**src/rtl/ptw_pkg.sv**
```systemverilog
package ptw_pkg;

    typedef enum logic [2:0] {
        LV_PAGE = 3'd0,
        LV_SEG  = 3'd1,
        LV_RT3  = 3'd2,
        LV_RT2  = 3'd3,
        LV_RT1  = 3'd4
    } lvl_e;

    typedef enum logic [3:0] {
        EXC_NONE = 4'd0,
        EXC_ADDR = 4'd1,
        EXC_TYPE = 4'd2,
        EXC_RT1  = 4'd3,
        EXC_RT2  = 4'd4,
        EXC_RT3  = 4'd5,
        EXC_SEG  = 4'd6,
        EXC_PAGE = 4'd7,
        EXC_SPEC = 4'd8
    } exc_e;

    typedef enum logic [1:0] {
        S_IDLE  = 2'd0,
        S_ISSUE = 2'd1,
        S_WAIT  = 2'd2,
        S_DONE  = 2'd3
    } st_e;

    // translation code belonging to one table level
    function automatic exc_e trans_exc(input lvl_e lv);
        case (lv)
            LV_RT1:  return EXC_RT1;
            LV_RT2:  return EXC_RT2;
            LV_RT3:  return EXC_RT3;
            LV_SEG:  return EXC_SEG;
            default: return EXC_PAGE;
        endcase
    endfunction

endpackage

```
**src/rtl/ptw_vidx.sv**
```systemverilog
module ptw_vidx
    import ptw_pkg::*;
#(
    parameter int VA_W = 64
) (
    input  logic [VA_W-1:0] vaddr,
    input  lvl_e            lvl,
    output logic [10:0]     idx,
    output logic [1:0]      win,
    output logic            above_nz
);
    localparam int NLV = 5;

    logic [10:0] fld  [NLV];
    logic [1:0]  wins [NLV];
    logic        hi   [NLV];

    for (genvar g = 0; g < NLV; g++) begin : g_lv
        localparam int LSB = (g == 0) ? 12 : (g == 1) ? 20 : (31 + 11 * (g - 2));
        localparam int W   = (g == 0) ? 8 : 11;
        assign fld[g]  = 11'(vaddr[LSB+W-1:LSB]);
        assign wins[g] = vaddr[LSB+W-1 -: 2];
        if (g < NLV - 1) begin : g_hi
            assign hi[g] = |vaddr[VA_W-1:LSB+W];
        end else begin : g_top
            assign hi[g] = 1'b0;
        end
    end

    assign idx      = fld[int'(lvl)];
    assign win      = wins[int'(lvl)];
    assign above_nz = hi[int'(lvl)];

    logic unused_lo;
    assign unused_lo = ^vaddr[11:0];
endmodule

```
**src/rtl/ptw_entry_eval.sv**
```systemverilog
module ptw_entry_eval
    import ptw_pkg::*;
#(
    parameter int VA_W = 64
) (
    input  logic [VA_W-1:0] ent,
    input  lvl_e            lvl,
    input  logic [VA_W-1:0] vaddr,
    input  logic            edat,
    input  logic            priv,
    output exc_e            exc,
    output logic            clr_wr,
    output logic            leaf,
    output logic [VA_W-1:0] frame,
    output logic [VA_W-1:0] nxt_addr,
    output lvl_e            nxt_lvl
);
    localparam int PAD = VA_W - 14;

    logic [10:0] nidx;
    logic [1:0]  nwin;
    logic        unused_hi;
    logic [VA_W-1:0] noff;

    assign nxt_lvl = (lvl == LV_PAGE) ? LV_PAGE : lvl_e'(lvl - 3'd1);

    ptw_vidx #(.VA_W(VA_W)) u_nidx (
        .vaddr    (vaddr),
        .lvl      (nxt_lvl),
        .idx      (nidx),
        .win      (nwin),
        .above_nz (unused_hi)
    );

    assign noff = {{PAD{1'b0}}, nidx, 3'b000};

    always_comb begin
        exc      = EXC_NONE;
        clr_wr   = 1'b0;
        leaf     = 1'b0;
        frame    = '0;
        nxt_addr = '0;
        case (lvl)
            LV_PAGE: begin
                if (ent[10])      exc = EXC_PAGE;
                else if (ent[11]) exc = EXC_SPEC;
                else begin
                    clr_wr = ent[9];
                    leaf   = 1'b1;
                    frame  = {ent[VA_W-1:12], 12'b0};
                end
            end
            LV_SEG: begin
                if (ent[5])                exc = EXC_SEG;
                else if (ent[3:2] != 2'd0) exc = EXC_SPEC;
                else if (ent[4] && priv)   exc = EXC_SPEC;
                else begin
                    clr_wr = ent[9];
                    if (edat && ent[10]) begin
                        leaf  = 1'b1;
                        frame = {ent[VA_W-1:20], 20'b0};
                    end else begin
                        nxt_addr = {ent[VA_W-1:11], 11'b0} + noff;
                    end
                end
            end
            default: begin
                if (ent[5])                                  exc = trans_exc(lvl);
                else if ({1'b0, ent[3:2]} != 3'(lvl - 3'd1)) exc = EXC_SPEC;
                else if (nwin < ent[7:6] || nwin > ent[1:0]) exc = trans_exc(nxt_lvl);
                else begin
                    clr_wr   = edat & ent[9];
                    nxt_addr = {ent[VA_W-1:12], 12'b0} + noff;
                end
            end
        endcase
    end

    logic unused_b8;
    assign unused_b8 = ent[8];
endmodule

```
**src/rtl/ptw_walker.sv**
```systemverilog
module ptw_walker
    import ptw_pkg::*;
#(
    parameter int VA_W = 64
) (
    input  logic            clk,
    input  logic            rst_n,
    input  logic            req_valid,
    input  logic [VA_W-1:0] req_vaddr,
    input  logic [VA_W-1:0] req_asce,
    input  logic            req_edat,
    output logic            idle,
    output logic            mem_rd_valid,
    output logic [VA_W-1:0] mem_rd_addr,
    input  logic            mem_rsp_valid,
    input  logic [VA_W-1:0] mem_rsp_data,
    input  logic            mem_rsp_err,
    output logic            done,
    output logic [VA_W-1:0] res_frame,
    output logic            res_writable,
    output logic [3:0]      res_exc
);
    localparam int PAD = VA_W - 14;

    typedef struct packed {
        st_e             st;
        lvl_e            lvl;
        logic [VA_W-1:0] vaddr;
        logic [VA_W-1:0] addr;
        logic [VA_W-1:0] frame;
        logic            wr;
        logic            edat;
        logic            priv;
        exc_e            exc;
    } walk_t;

    walk_t d, q;

    lvl_e        start_lvl;
    logic [10:0] st_idx;
    logic [1:0]  st_win;
    logic        st_hi;

    assign start_lvl = lvl_e'({1'b0, req_asce[3:2]} + 3'd1);

    ptw_vidx #(.VA_W(VA_W)) u_sidx (
        .vaddr    (req_vaddr),
        .lvl      (start_lvl),
        .idx      (st_idx),
        .win      (st_win),
        .above_nz (st_hi)
    );

    exc_e            ev_exc;
    logic            ev_clr;
    logic            ev_leaf;
    logic [VA_W-1:0] ev_frame;
    logic [VA_W-1:0] ev_nxt;
    lvl_e            ev_nlvl;

    ptw_entry_eval #(.VA_W(VA_W)) u_eval (
        .ent      (mem_rsp_data),
        .lvl      (q.lvl),
        .vaddr    (q.vaddr),
        .edat     (q.edat),
        .priv     (q.priv),
        .exc      (ev_exc),
        .clr_wr   (ev_clr),
        .leaf     (ev_leaf),
        .frame    (ev_frame),
        .nxt_addr (ev_nxt),
        .nxt_lvl  (ev_nlvl)
    );

    always_comb begin
        d = q;
        case (q.st)
            S_IDLE: begin
                if (req_valid) begin
                    d.vaddr = req_vaddr;
                    d.edat  = req_edat;
                    d.priv  = req_asce[8];
                    d.lvl   = start_lvl;
                    d.wr    = 1'b1;
                    d.frame = '0;
                    d.exc   = EXC_NONE;
                    if (req_asce[5]) begin
                        d.frame = req_vaddr;
                        d.st    = S_DONE;
                    end else if (st_hi) begin
                        d.exc = EXC_TYPE;
                        d.wr  = 1'b0;
                        d.st  = S_DONE;
                    end else if (st_win > req_asce[1:0]) begin
                        d.exc = trans_exc(start_lvl);
                        d.wr  = 1'b0;
                        d.st  = S_DONE;
                    end else begin
                        d.addr = {req_asce[VA_W-1:12], 12'b0} + {{PAD{1'b0}}, st_idx, 3'b000};
                        d.st   = S_ISSUE;
                    end
                end
            end
            S_ISSUE: d.st = S_WAIT;
            S_WAIT: begin
                if (mem_rsp_valid) begin
                    if (mem_rsp_err || ev_exc != EXC_NONE) begin
                        d.exc   = mem_rsp_err ? EXC_ADDR : ev_exc;
                        d.wr    = 1'b0;
                        d.frame = '0;
                        d.st    = S_DONE;
                    end else begin
                        d.wr = q.wr & ~ev_clr;
                        if (ev_leaf) begin
                            d.frame = ev_frame;
                            d.st    = S_DONE;
                        end else begin
                            d.addr = ev_nxt;
                            d.lvl  = ev_nlvl;
                            d.st   = S_ISSUE;
                        end
                    end
                end
            end
            default: d.st = S_IDLE;
        endcase
    end

    always_ff @(posedge clk) begin
        if (!rst_n) q <= '0;
        else        q <= d;
    end

    assign idle         = (q.st == S_IDLE);
    assign mem_rd_valid = (q.st == S_ISSUE);
    assign mem_rd_addr  = q.addr;
    assign done         = (q.st == S_DONE);
    assign res_frame    = q.frame;
    assign res_writable = q.wr;
    assign res_exc      = q.exc;

    logic unused_asce;
    assign unused_asce = ^{req_asce[11:9], req_asce[7:6], req_asce[4]};
endmodule

```
**config.mk**
```make
export PLATFORM = sky130hd
export DESIGN_NAME = ptw_walker
export DESIGN_NICKNAME = d
export VERILOG_FILES = /design/src/rtl/ptw_pkg.sv /design/src/rtl/ptw_vidx.sv /design/src/rtl/ptw_entry_eval.sv /design/src/rtl/ptw_walker.sv
export SDC_FILE = /design/constraint.sdc
export NUM_CORES = 1
export LEC_CHECK = 0
export ABC_AREA = 1
export BUFFER_PORTS_ARGS = -buffer_cell sky130_fd_sc_hd__buf_4
export CORE_ASPECT_RATIO = 1.25
export CORE_MARGIN = 10
export CORE_UTILIZATION = 45
export CTS_CLUSTER_SIZE = 10
export DETAILED_ROUTE_END_ITERATION = 10
export PLACE_DENSITY = 0.77
export SLEW_MARGIN = 20
export SYNTH_ARGS = -nofsm -noshare
export SYNTH_HDL_FRONTEND = slang
export SYNTH_SLANG_ARGS = --single-unit
```
**constraint.sdc**
```tcl
create_clock -name clk -period 5.71 [get_ports clk]
set_input_delay 1.142 -clock clk [delete_from_list [all_inputs] [get_ports clk]]
set_output_delay 1.142 -clock clk [all_outputs]
set_load 0.02 [all_outputs]
```
==> flow_metrics.py, run 1 <==
metrics = {
    "status": {
        "status": "finished clean",
    },
    "die": {
        "floorplan.die_area_um2": 44200,
        "initial_core_util": 0.457,
        "rows": 77,
        "core_region_area_um2": 35600,
        "ios": 334,
        "width_of_the_die_um": 190,
        "chipHeight_um": 233,
    },
    "cells_and_area": {
        "instances_no_fill": 3360,
        "commonest_non_fill_non_tap_cell_in_the_layout": "nand2_1",
        "finish.net_count": 3094,
        "finalInstanceArea_um2": 18700,
        "postLayoutCoreUtil": 0.526,
        "layout_common_cells": "nand2_1, nor2_1, buf_4",
        "flow.area_growth_from_synthesis_pct": 15.1,
        "drive_above_1_share": 0.158,
    },
    "power": {
        "power_leakage_nw": 8.94,
        "power.clock.fraction": 0.179,
        "power.share.combinational": 0.558,
        "vdd.ir_drop.worst_uv": 234,
        "power.density_nw_per_um2": 369,
        "power.internal_mw": 3.51,
        "power.switching_mw": 3.39,
        "power.sequential.fraction": 0.263,
        "switching_share": 0.491,
    },
    "synthesis": {
        "synth_enable_flop_cells": 0,
        "ys_warn_count": 0,
        "yosys.cell_types.count": 52,
        "synthesis.instances": 2731,
        "synth.avg_cell_area_um2": 5.95,
        "netlist_area_um2": 16300,
        "ys.flop_type": "dfxtp_1",
        "sequential_area_share_after_synthesis": 0.233,
        "flop_and_latch_count_out_of_synthesis": 189,
        "async_reset_ff_frac": 0,
    },
    "global_routing": {
        "global_route.usage.met1": 0.356,
        "grt_busiest_layer": "met2",
        "grt_usage": 0.313,
        "via_count_of_the_first_global_routing_pass": 17832,
        "use_met3": 0.0703,
        "grt_first_pass_wirelength_mm": 107,
        "global_route.overflow_total": 0,
        "grt_use_met2": 0.524,
        "grt_max_degree": 99,
        "antenna_found_initial": 4,
    },
    "sta": {
        "hold_ws_ns": 0.457,
        "totalNegativeSetupSlack_ns": 0,
        "finalCritPeriodShare": 0.911,
        "fmaxAchievable_mhz": 192,
        "timing_worst_slew_pin_value_ns": 1.06,
        "grt_setup_unrepaired": "no",
        "min_period_ns": 5.20,
        "maxSlewViolCount": 0,
        "slew-limit-headroom": 0.290,
        "finalClockSkew_ns": 0.0130,
        "timing.final.hold_violations": 0,
        "final-setup-viol-count": 0,
    },
    "clock_network": {
        "cts_htree_levels": 4,
        "cts_tree": "built",
        "cts_hold_buffers": 0,
        "cts_root_buffer": "clkbuf_16",
        "post_cts.resized_instances": 0,
        "post_cts.repair.setup_buffers": 0,
        "cts.clk_slew.worst_paths_ns": 0.08,
        "cts.sink_count": 189,
        "cts_inserted_buffers": 17,
        "clk-insertion-delay-late_ns": 0.47,
        "max-clock-path-buffers": 2,
    },
    "drt": {
        "dr_total_vias": 18482,
        "detailedRoute.firstIterationViolations": 2007,
        "post-route-drc-count": 0,
        "vias_per_cell": 5.50,
        "finalWirelength_mm": 72.0,
        "drt_first_pass_iters": 6,
        "wl_per_cell_um": 21.4,
        "route.antenna.remaining_nets": 0,
    },
    "worst_setup_path": {
        "setup.worst_path.end_class": "flop",
        "critical_path.reg2reg.startpoint": "q[200]$_SDFFE_PN0P_",
        "timing.critical_path.mode_cell": "inv_1",
        "worst_ep_required_time_ns": 6.12,
        "worst-r2r-cell-count": 27,
        "r2r_setup_slack_ns": 0.51,
        "crit_path_max_incr_delay_ns": 0.42,
        "cp_max_fo": 40,
        "cp.arrival_ns": 5.61,
        "timing_worst_setup_path_type": "reg2reg",
        "slowest_cell_on_the_critical_path": "dfxtp_1",
        "critical_path.reg2reg.endpoint": "res_frame[25]$_SDFFE_PN0P_",
        "start_kind": "flop",
    },
    "placement": {
        "dpl-instance-area_um2": 18100,
        "hpwl_mm": 57.7,
        "gpl.final_weighted_congestion": 1.05,
        "io_buffers": 323,
        "numPlacedInstances": 3326,
    },
    "worst_hold_path": {
        "endpoint_of_the_worst_hold_timing_path": "q[195]$_SDFFE_PN0P_",
        "hp-class": "reg2reg",
        "min_delay_path_depth": 2,
        "min-delay-start": "q[195]$_SDFFE_PN0P_",
    },
    "job": {
        "max-cap-violations": 0,
    },
}
-- final cells by class --
cell class / instances / area [um^2]
Antenna cell: 3 / 7.51
Sequential cell: 189 / 3780
Inverter: 362 / 1360
Fill cell: 3706 / 16800
Timing Repair Buffer: 376 / 2850
Clock buffer: 17 / 425
Clock inverter: 14 / 153
Multi-Input combinational cell: 1925 / 9540
Tap cell: 474 / 593
-- worst max-delay path, delay by kind of cell (launching register included) --
kind                     cells  cell delay [ns]
AND/OR/NAND/NOR             14             1.82
buffers and inverters        7             1.21
AO/OA/AOI/OAI                4             0.94
flip-flops                   1             0.42
adder cells (fa/ha/maj)      2             0.68
-- registers in the layout, indices dropped and copies added, names as in the netlist --
signal / count
res_writable: 1
res_frame: 64
mem_rd_addr: 61
res_exc: 4
q: 59
-- metal layers --
metal / wire (um) / up-vias
li1: - / 8902
met1: 26800 / 8427
met2: 33700 / 946
met3: 6750 / 205
met4: 4710 / 2
met5: 12 / -
-- worst max path at each step --
stage	startpoint	to	slack, ns
6_report	q[200]$_SDFFE_PN0P_	res_frame[25]$_SDFFE_PN0P_	0.51
4_1_cts	q[200]$_SDFFE_PN0P_	res_frame[40]$_SDFFE_PN0P_	0.67
2_1_floorplan	req_asce[2]	mem_rd_addr[52]$_SDFFE_PN0P_	0.80
3_3_place_gp	req_asce[2]	mem_rd_addr[52]$_SDFFE_PN0P_	0.62
3_5_place_dp	req_asce[2]	mem_rd_addr[52]$_SDFFE_PN0P_	0.52
5_1_grt	q[200]$_SDFFE_PN0P_	res_frame[17]$_SDFFE_PN0P_	0.14
-- stage by stage --
step                total power, mW  worst slack [ns]
detailed placement             5.63             0.517
global route                   7.33             0.139
floorplan                      4.60             0.799
finish                         6.90             0.511
global placement               5.57             0.624
CTS                            6.86             0.673
-- cell usage after synthesis (13+ instances only) --
master / count / area [um^2]
a21oi_1: 166 / 831
a22oi_1: 13 / 97.6
buf_2: 27 / 135
buf_4: 137 / 1030
clkbuf_1: 72 / 270
dfxtp_1: 189 / 3780
ha_1: 22 / 275
inv_1: 344 / 1290
nand2_1: 501 / 1880
nand3_1: 143 / 716
nand3b_1: 52 / 390
nand4_1: 92 / 576
nor2_1: 468 / 1760
nor3_1: 63 / 315
nor4_1: 13 / 81.3
o21ai_0: 197 / 986
xnor2_1: 14 / 123
xor2_1: 87 / 762
-- power by group through the flow --
| stage | logic [mW] | clock network (mW) | registers [mW] |
|---|---|---|---|
| detailed placement | 3.79 | 0 | 1.84 |
| global route | 4.18 | 1.29 | 1.85 |
| floorplan | 2.81 | 0 | 1.79 |
| global placement | 3.74 | 0 | 1.83 |
| finish | 3.85 | 1.24 | 1.82 |
| CTS | 3.80 | 1.25 | 1.82 |
-- kinds of logic (layout without fill, tap and decap cells) --
logic type               after synthesis  in the layout  share of synthesized area
AND/OR/NAND/NOR                     1368           1368                      0.369
flip-flops                           189            189                      0.233
adder cells (fa/ha/maj)               25             25                     0.0206
other                                  1              6                   0.000231
AO/OA/AOI/OAI                        428            428                      0.141
XOR/XNOR                             101            101                     0.0544
buffers and inverters                619            769                      0.181
No activity file was read; power rests on OpenSTA's default activity.
==> run 2: changes to the inputs <==
- SLEW_MARGIN: 20 -> unset
- clock period: 5.71 -> 6.3 ns (I/O delays scaled with it)
==> run 2 against run 1 <==
Fmax decreased by 9.9%. Clock skew about the same. First-iteration DRC count is 2.5% lower. Register-to-register slack improved by 0.02 ns. Power down 9.7%. Cell count shrank 0.63%. Global-route usage hardly changed. Routed wire length down 0.33%. Via count rose by 0.18%. Largest cell class unchanged. Count of clock-buffer cells in the layout grew 1.
==> flow_metrics.py, run 2 (same netlist as run 1, synthesis figures left out) <==
metrics = {
    "worst_setup_path": {
        "cp_max_fo": 50,
        "worst-r2r-cell-count": 27,
        "critical_path.reg2reg.endpoint": "res_frame[60]$_SDFFE_PN0P_",
        "critical_path.reg2reg.startpoint": "q[199]$_SDFFE_PN0P_",
        "r2r_setup_slack_ns": 0.53,
        "cp.arrival_ns": 6.13,
        "worst_ep_required_time_ns": 6.66,
        "timing_worst_setup_path_type": "reg2reg",
        "start_kind": "flop",
        "setup.worst_path.end_class": "flop",
    },
    "placement": {
        "io_buffers": 323,
        "gpl.final_weighted_congestion": 1.06,
        "dpl-instance-area_um2": 17900,
        "hpwl_mm": 57.0,
    },
    "global_routing": {
        "grt_first_pass_wirelength_mm": 107,
        "via_count_of_the_first_global_routing_pass": 17777,
        "antenna_found_initial": 2,
        "grt_usage": 0.313,
        "grt_max_degree": 74,
        "global_route.overflow_total": 0,
    },
    "die": {
        "floorplan.die_area_um2": 44200,
        "width_of_the_die_um": 190,
        "ios": 334,
        "rows": 77,
        "chipHeight_um": 233,
        "initial_core_util": 0.457,
        "core_region_area_um2": 35600,
    },
    "clock_network": {
        "max-clock-path-buffers": 2,
        "cts_root_buffer": "clkbuf_16",
        "cts.clk_slew.worst_paths_ns": 0.08,
        "post_cts.repair.setup_buffers": 0,
        "clk-insertion-delay-late_ns": 0.48,
        "cts_tree": "built",
        "cts_htree_levels": 4,
        "post_cts.resized_instances": 0,
        "cts_inserted_buffers": 17,
        "cts_hold_buffers": 0,
        "cts.sink_count": 189,
    },
    "cells_and_area": {
        "drive_above_1_share": 0.152,
        "layout_common_cells": "nand2_1, nor2_1, buf_4",
        "flow.area_growth_from_synthesis_pct": 14.1,
        "largest_reg_flops": 64,
        "commonest_non_fill_non_tap_cell_in_the_layout": "nand2_1",
        "postLayoutCoreUtil": 0.522,
        "n_fill_cell": 3710,
        "seq_area_um2": 3780,
        "finish.net_count": 3073,
        "multi_input_comb_area_um2": 9540,
        "finalInstanceArea_um2": 18500,
    },
    "worst_hold_path": {
        "min-delay-start": "q[152]$_SDFFE_PN0P_",
        "endpoint_of_the_worst_hold_timing_path": "q[152]$_SDFFE_PN0P_",
        "min_delay_path_depth": 2,
        "hp-class": "reg2reg",
    },
    "drt": {
        "vias_per_cell": 5.55,
        "dr_total_vias": 18515,
        "drt_first_pass_iters": 6,
        "detailedRoute.firstIterationViolations": 1956,
        "wl_per_cell_um": 21.5,
        "post-route-drc-count": 0,
        "route.antenna.remaining_nets": 0,
        "finalWirelength_mm": 71.7,
    },
    "sta": {
        "maxSlewViolCount": 0,
        "fmaxAchievable_mhz": 173,
        "slew-limit-headroom": 0.235,
        "finalCritPeriodShare": 0.916,
        "totalNegativeSetupSlack_ns": 0,
        "min_period_ns": 5.77,
        "final-setup-viol-count": 0,
        "timing_worst_slew_pin_value_ns": 1.15,
        "finalClockSkew_ns": 0.0130,
        "grt_setup_unrepaired": "no",
        "timing.final.hold_violations": 0,
    },
    "job": {
        "max-cap-violations": 0,
    },
    "power": {
        "fin_total_pwr_mw": 6.24,
        "power_leakage_nw": 8.85,
        "power.density_nw_per_um2": 336,
        "vdd.ir_drop.worst_uv": 187,
    },
    "status": {
        "status": "finished clean",
    },
}
==> run 2: worst max-delay path by stage <==
stage | cells after the start | startpoint | to
2_1_floorplan | 28 | req_asce[2] | mem_rd_addr[52]$_SDFFE_PN0P_
6_report | 27 | q[199]$_SDFFE_PN0P_ | res_frame[60]$_SDFFE_PN0P_
3_5_place_dp | 26 | req_asce[2] | mem_rd_addr[52]$_SDFFE_PN0P_
5_1_grt | 27 | q[199]$_SDFFE_PN0P_ | res_frame[54]$_SDFFE_PN0P_
3_3_place_gp | 26 | req_asce[2] | mem_rd_addr[52]$_SDFFE_PN0P_
4_1_cts | 27 | q[199]$_SDFFE_PN0P_ | res_frame[58]$_SDFFE_PN0P_
==> run 2: cell type report <==
type	count	area share
timing repair buffer	355	0.144
clock inverter	14	0.00917
sequential	189	0.204
clock buffer	18	0.0231
antenna	2	0.000270
inverter	362	0.0733
multi-input combinational	1925	0.514
tap	474	0.0320
==> run 2: critical path, stage by stage (launching register included) <==
cell	delay, ns
dfxtp_1	0.42
inv_1	0.19
ha_1	0.32
nand2_8	0.14
nand2_4	0.15
nor2_1	0.21
clkinv_1	0.43
o32a_1	0.32
o211ai_1	0.10
a21oi_1	0.15
inv_1	0.19
o21ai_0	0.16
ha_1	0.33
inv_1	0.04
nor2_1	0.07
o21ai_0	0.13
nand2_4	0.19
nand2_1	0.07
nand2_1	0.07
nand2_1	0.10
nand2_1	0.15
nor2_4	0.04
nand3_2	0.16
nand2_2	0.11
nand2_4	0.30
clkinv_2	0.66
nor2_1	0.31
nor2_1	0.07
==> run 2: through the flow <==
step	instances	setup slack [ns]	hold WS, ns
2_1_floorplan	2733	1.27	0.425
3_3_place_gp	3305	0.687	0.435
3_5_place_dp	3305	0.647	0.446
4_1_cts	3337	0.654	0.458
5_1_grt	3338	0.150	0.485
6_report	3339	0.529	0.458
==> run 2: report_power, final <==
| group | switching (mW) | total, mW | internal (mW) |
|---|---|---|---|
| Sequential | 0.160 | 1.65 | 1.49 |
| Clock | 0.587 | 1.16 | 0.569 |
| Combinational | 2.30 | 3.43 | 1.13 |
| Total | 3.05 | 6.24 | 3.19 |
==> run 2: layer usage <==
metal	GRT usage	vias up	share of wire
li1	-	8872	-
met1	0.348	8452	0.37
met2	0.522	986	0.47
met3	0.0745	205	0.094
met4	0.208	0	0.069
met5	0	-	0
==> run 3: changes to the inputs <==
- CORE_MARGIN: 10 -> 3
==> run 3 against run 2 <==
Die area fell by 13%. Power rose by 0.38%. Critical endpoint is now res_frame[41]$_SDFFE_PN0P_. Largest cell class unchanged. Sequential share of layout area barely moved.
==> flow_metrics.py, run 3 (same netlist as run 1, synthesis figures left out) <==
metrics = {
    "cells_and_area": {
        "n_fill_cell": 3715,
        "commonest_non_fill_non_tap_cell_in_the_layout": "nand2_1",
        "seq_area_um2": 3780,
        "insertedDiodeCount": 0,
        "layout_common_cells": "nand2_1, nor2_1, buf_4",
        "multi_input_comb_area_um2": 9540,
        "instances_no_fill": 3339,
        "flow.area_growth_from_synthesis_pct": 14.2,
        "largest_reg_flops": 64,
        "finish.net_count": 3075,
        "drive_above_1_share": 0.153,
        "finalInstanceArea_um2": 18600,
    },
    "worst_setup_path": {
        "setup.worst_path.end_class": "flop",
        "cp.arrival_ns": 5.91,
        "start_kind": "flop",
        "timing_worst_setup_path_type": "reg2reg",
        "worst_ep_required_time_ns": 6.65,
        "cp_max_fo": 50,
    },
    "clock_network": {
        "post_cts.repair.setup_buffers": 0,
        "cts.clk_slew.worst_paths_ns": 0.08,
        "cts.sink_count": 189,
        "cts_hold_buffers": 0,
        "max-clock-path-buffers": 2,
        "cts_root_buffer": "clkbuf_16",
        "post_cts.resized_instances": 0,
        "cts_inserted_buffers": 17,
        "clk-insertion-delay-late_ns": 0.47,
        "cts_tree": "built",
        "cts_htree_levels": 4,
    },
    "die": {
        "core_region_area_um2": 35600,
        "initial_core_util": 0.457,
        "ios": 334,
        "floorplan.die_area_um2": 38500,
        "rows": 77,
        "chipHeight_um": 219,
        "width_of_the_die_um": 176,
    },
    "global_routing": {
        "grt_first_pass_wirelength_mm": 106,
        "grt_usage": 0.361,
        "via_count_of_the_first_global_routing_pass": 17634,
        "grt_max_degree": 73,
        "global_route.overflow_total": 0,
        "antenna_found_initial": 2,
    },
    "placement": {
        "dpl-instance-area_um2": 18000,
        "io_buffers": 323,
        "numPlacedInstances": 3307,
        "gpl.final_weighted_congestion": 1.00,
        "hpwl_mm": 56.7,
        "placement.setup.worst_slack_ns": 0.787,
    },
    "sta": {
        "finalClockSkew_ns": 0.0116,
        "final-setup-viol-count": 0,
        "finalCritPeriodShare": 0.882,
        "final.setup.worst_slack_ns": 0.742,
        "fmaxAchievable_mhz": 180,
        "slew-limit-headroom": 0.251,
        "timing_worst_slew_pin_value_ns": 1.12,
        "grt_setup_unrepaired": "no",
        "totalNegativeSetupSlack_ns": 0,
        "min_period_ns": 5.56,
        "timing.final.hold_violations": 0,
        "maxSlewViolCount": 0,
    },
    "power": {
        "vdd.ir_drop.worst_uv": 272,
        "power_leakage_nw": 8.85,
        "power.density_nw_per_um2": 337,
    },
    "drt": {
        "detailedRoute.firstIterationViolations": 1785,
        "finalWirelength_mm": 71.3,
        "drt_first_pass_iters": 6,
        "route.antenna.remaining_nets": 0,
        "vias_per_cell": 5.52,
        "dr_total_vias": 18427,
        "post-route-drc-count": 0,
        "wl_per_cell_um": 21.4,
    },
    "status": {
        "status": "finished clean",
    },
    "job": {
        "max-cap-violations": 0,
    },
    "worst_hold_path": {
        "hp-class": "reg2reg",
    },
}
-- run 3: stage by stage --
stage,util,hold slack (ns),power (mW)
2_1_floorplan,-,0.425,4.17
3_3_place_gp,0.505,0.442,4.99
3_5_place_dp,0.505,0.448,5.06
4_1_cts,0.522,0.459,6.23
5_1_grt,0.522,0.478,6.64
6_report,0.522,0.457,6.26
-- run 3: per-layer routing --
layer	vias up	share of wire	track usage
met1	8398	0.37	0.415
met2	954	0.48	0.624
li1	8871	-	-
met5	-	0	0
met3	204	0.078	0.0586
met4	0	0.072	0.222
-- run 3: worst paths after layout --
check	start	to	slack [ns]	cells after the start
max	q[199]$_SDFFE_PN0P_	res_frame[41]$_SDFFE_PN0P_	0.74	27
min	q[151]$_SDFFE_PN0P_	q[151]$_SDFFE_PN0P_	0.46	2
max reg2reg	q[199]$_SDFFE_PN0P_	res_frame[41]$_SDFFE_PN0P_	0.74	27
min reg2reg	q[151]$_SDFFE_PN0P_	q[151]$_SDFFE_PN0P_	0.46	2
-- run 3: final cells by class --
| class | instances | share of cell area |
|---|---|---|
| multi-input combinational | 1925 | 0.514 |
| sequential | 189 | 0.204 |
| timing repair buffer | 357 | 0.144 |
| inverter | 362 | 0.0732 |
| tap | 474 | 0.0319 |
| clock buffer | 18 | 0.0236 |
| clock inverter | 14 | 0.00937 |
-- run 3: power by group --
group	internal (mW)	switching (mW)	total [mW]
Combinational	1.13	2.30	3.43
Clock	0.581	0.592	1.17
Sequential	1.49	0.163	1.65
-- run 3: worst max-delay path, cell delays in order, from the launching register on --
cell and delay [ns]:
dfxtp_1 0.43, inv_1 0.21, ha_1 0.33, nand2_8 0.14, nand2_4 0.15, nor2_1 0.25, clkinv_1 0.14, o32a_1 0.21
o211ai_1 0.10, a21oi_1 0.15, inv_1 0.15, o21ai_0 0.19, ha_1 0.35, inv_1 0.04, nor2_1 0.09, o21ai_0 0.14
nand2_4 0.19, nand2_1 0.09, nand2_1 0.06, nand2_1 0.08, nand2_1 0.12, nor2_4 0.04, nand3_2 0.18, nand2_2 0.11
nand2_4 0.29, clkinv_2 0.68, nor2_1 0.38, nor2_1 0.09
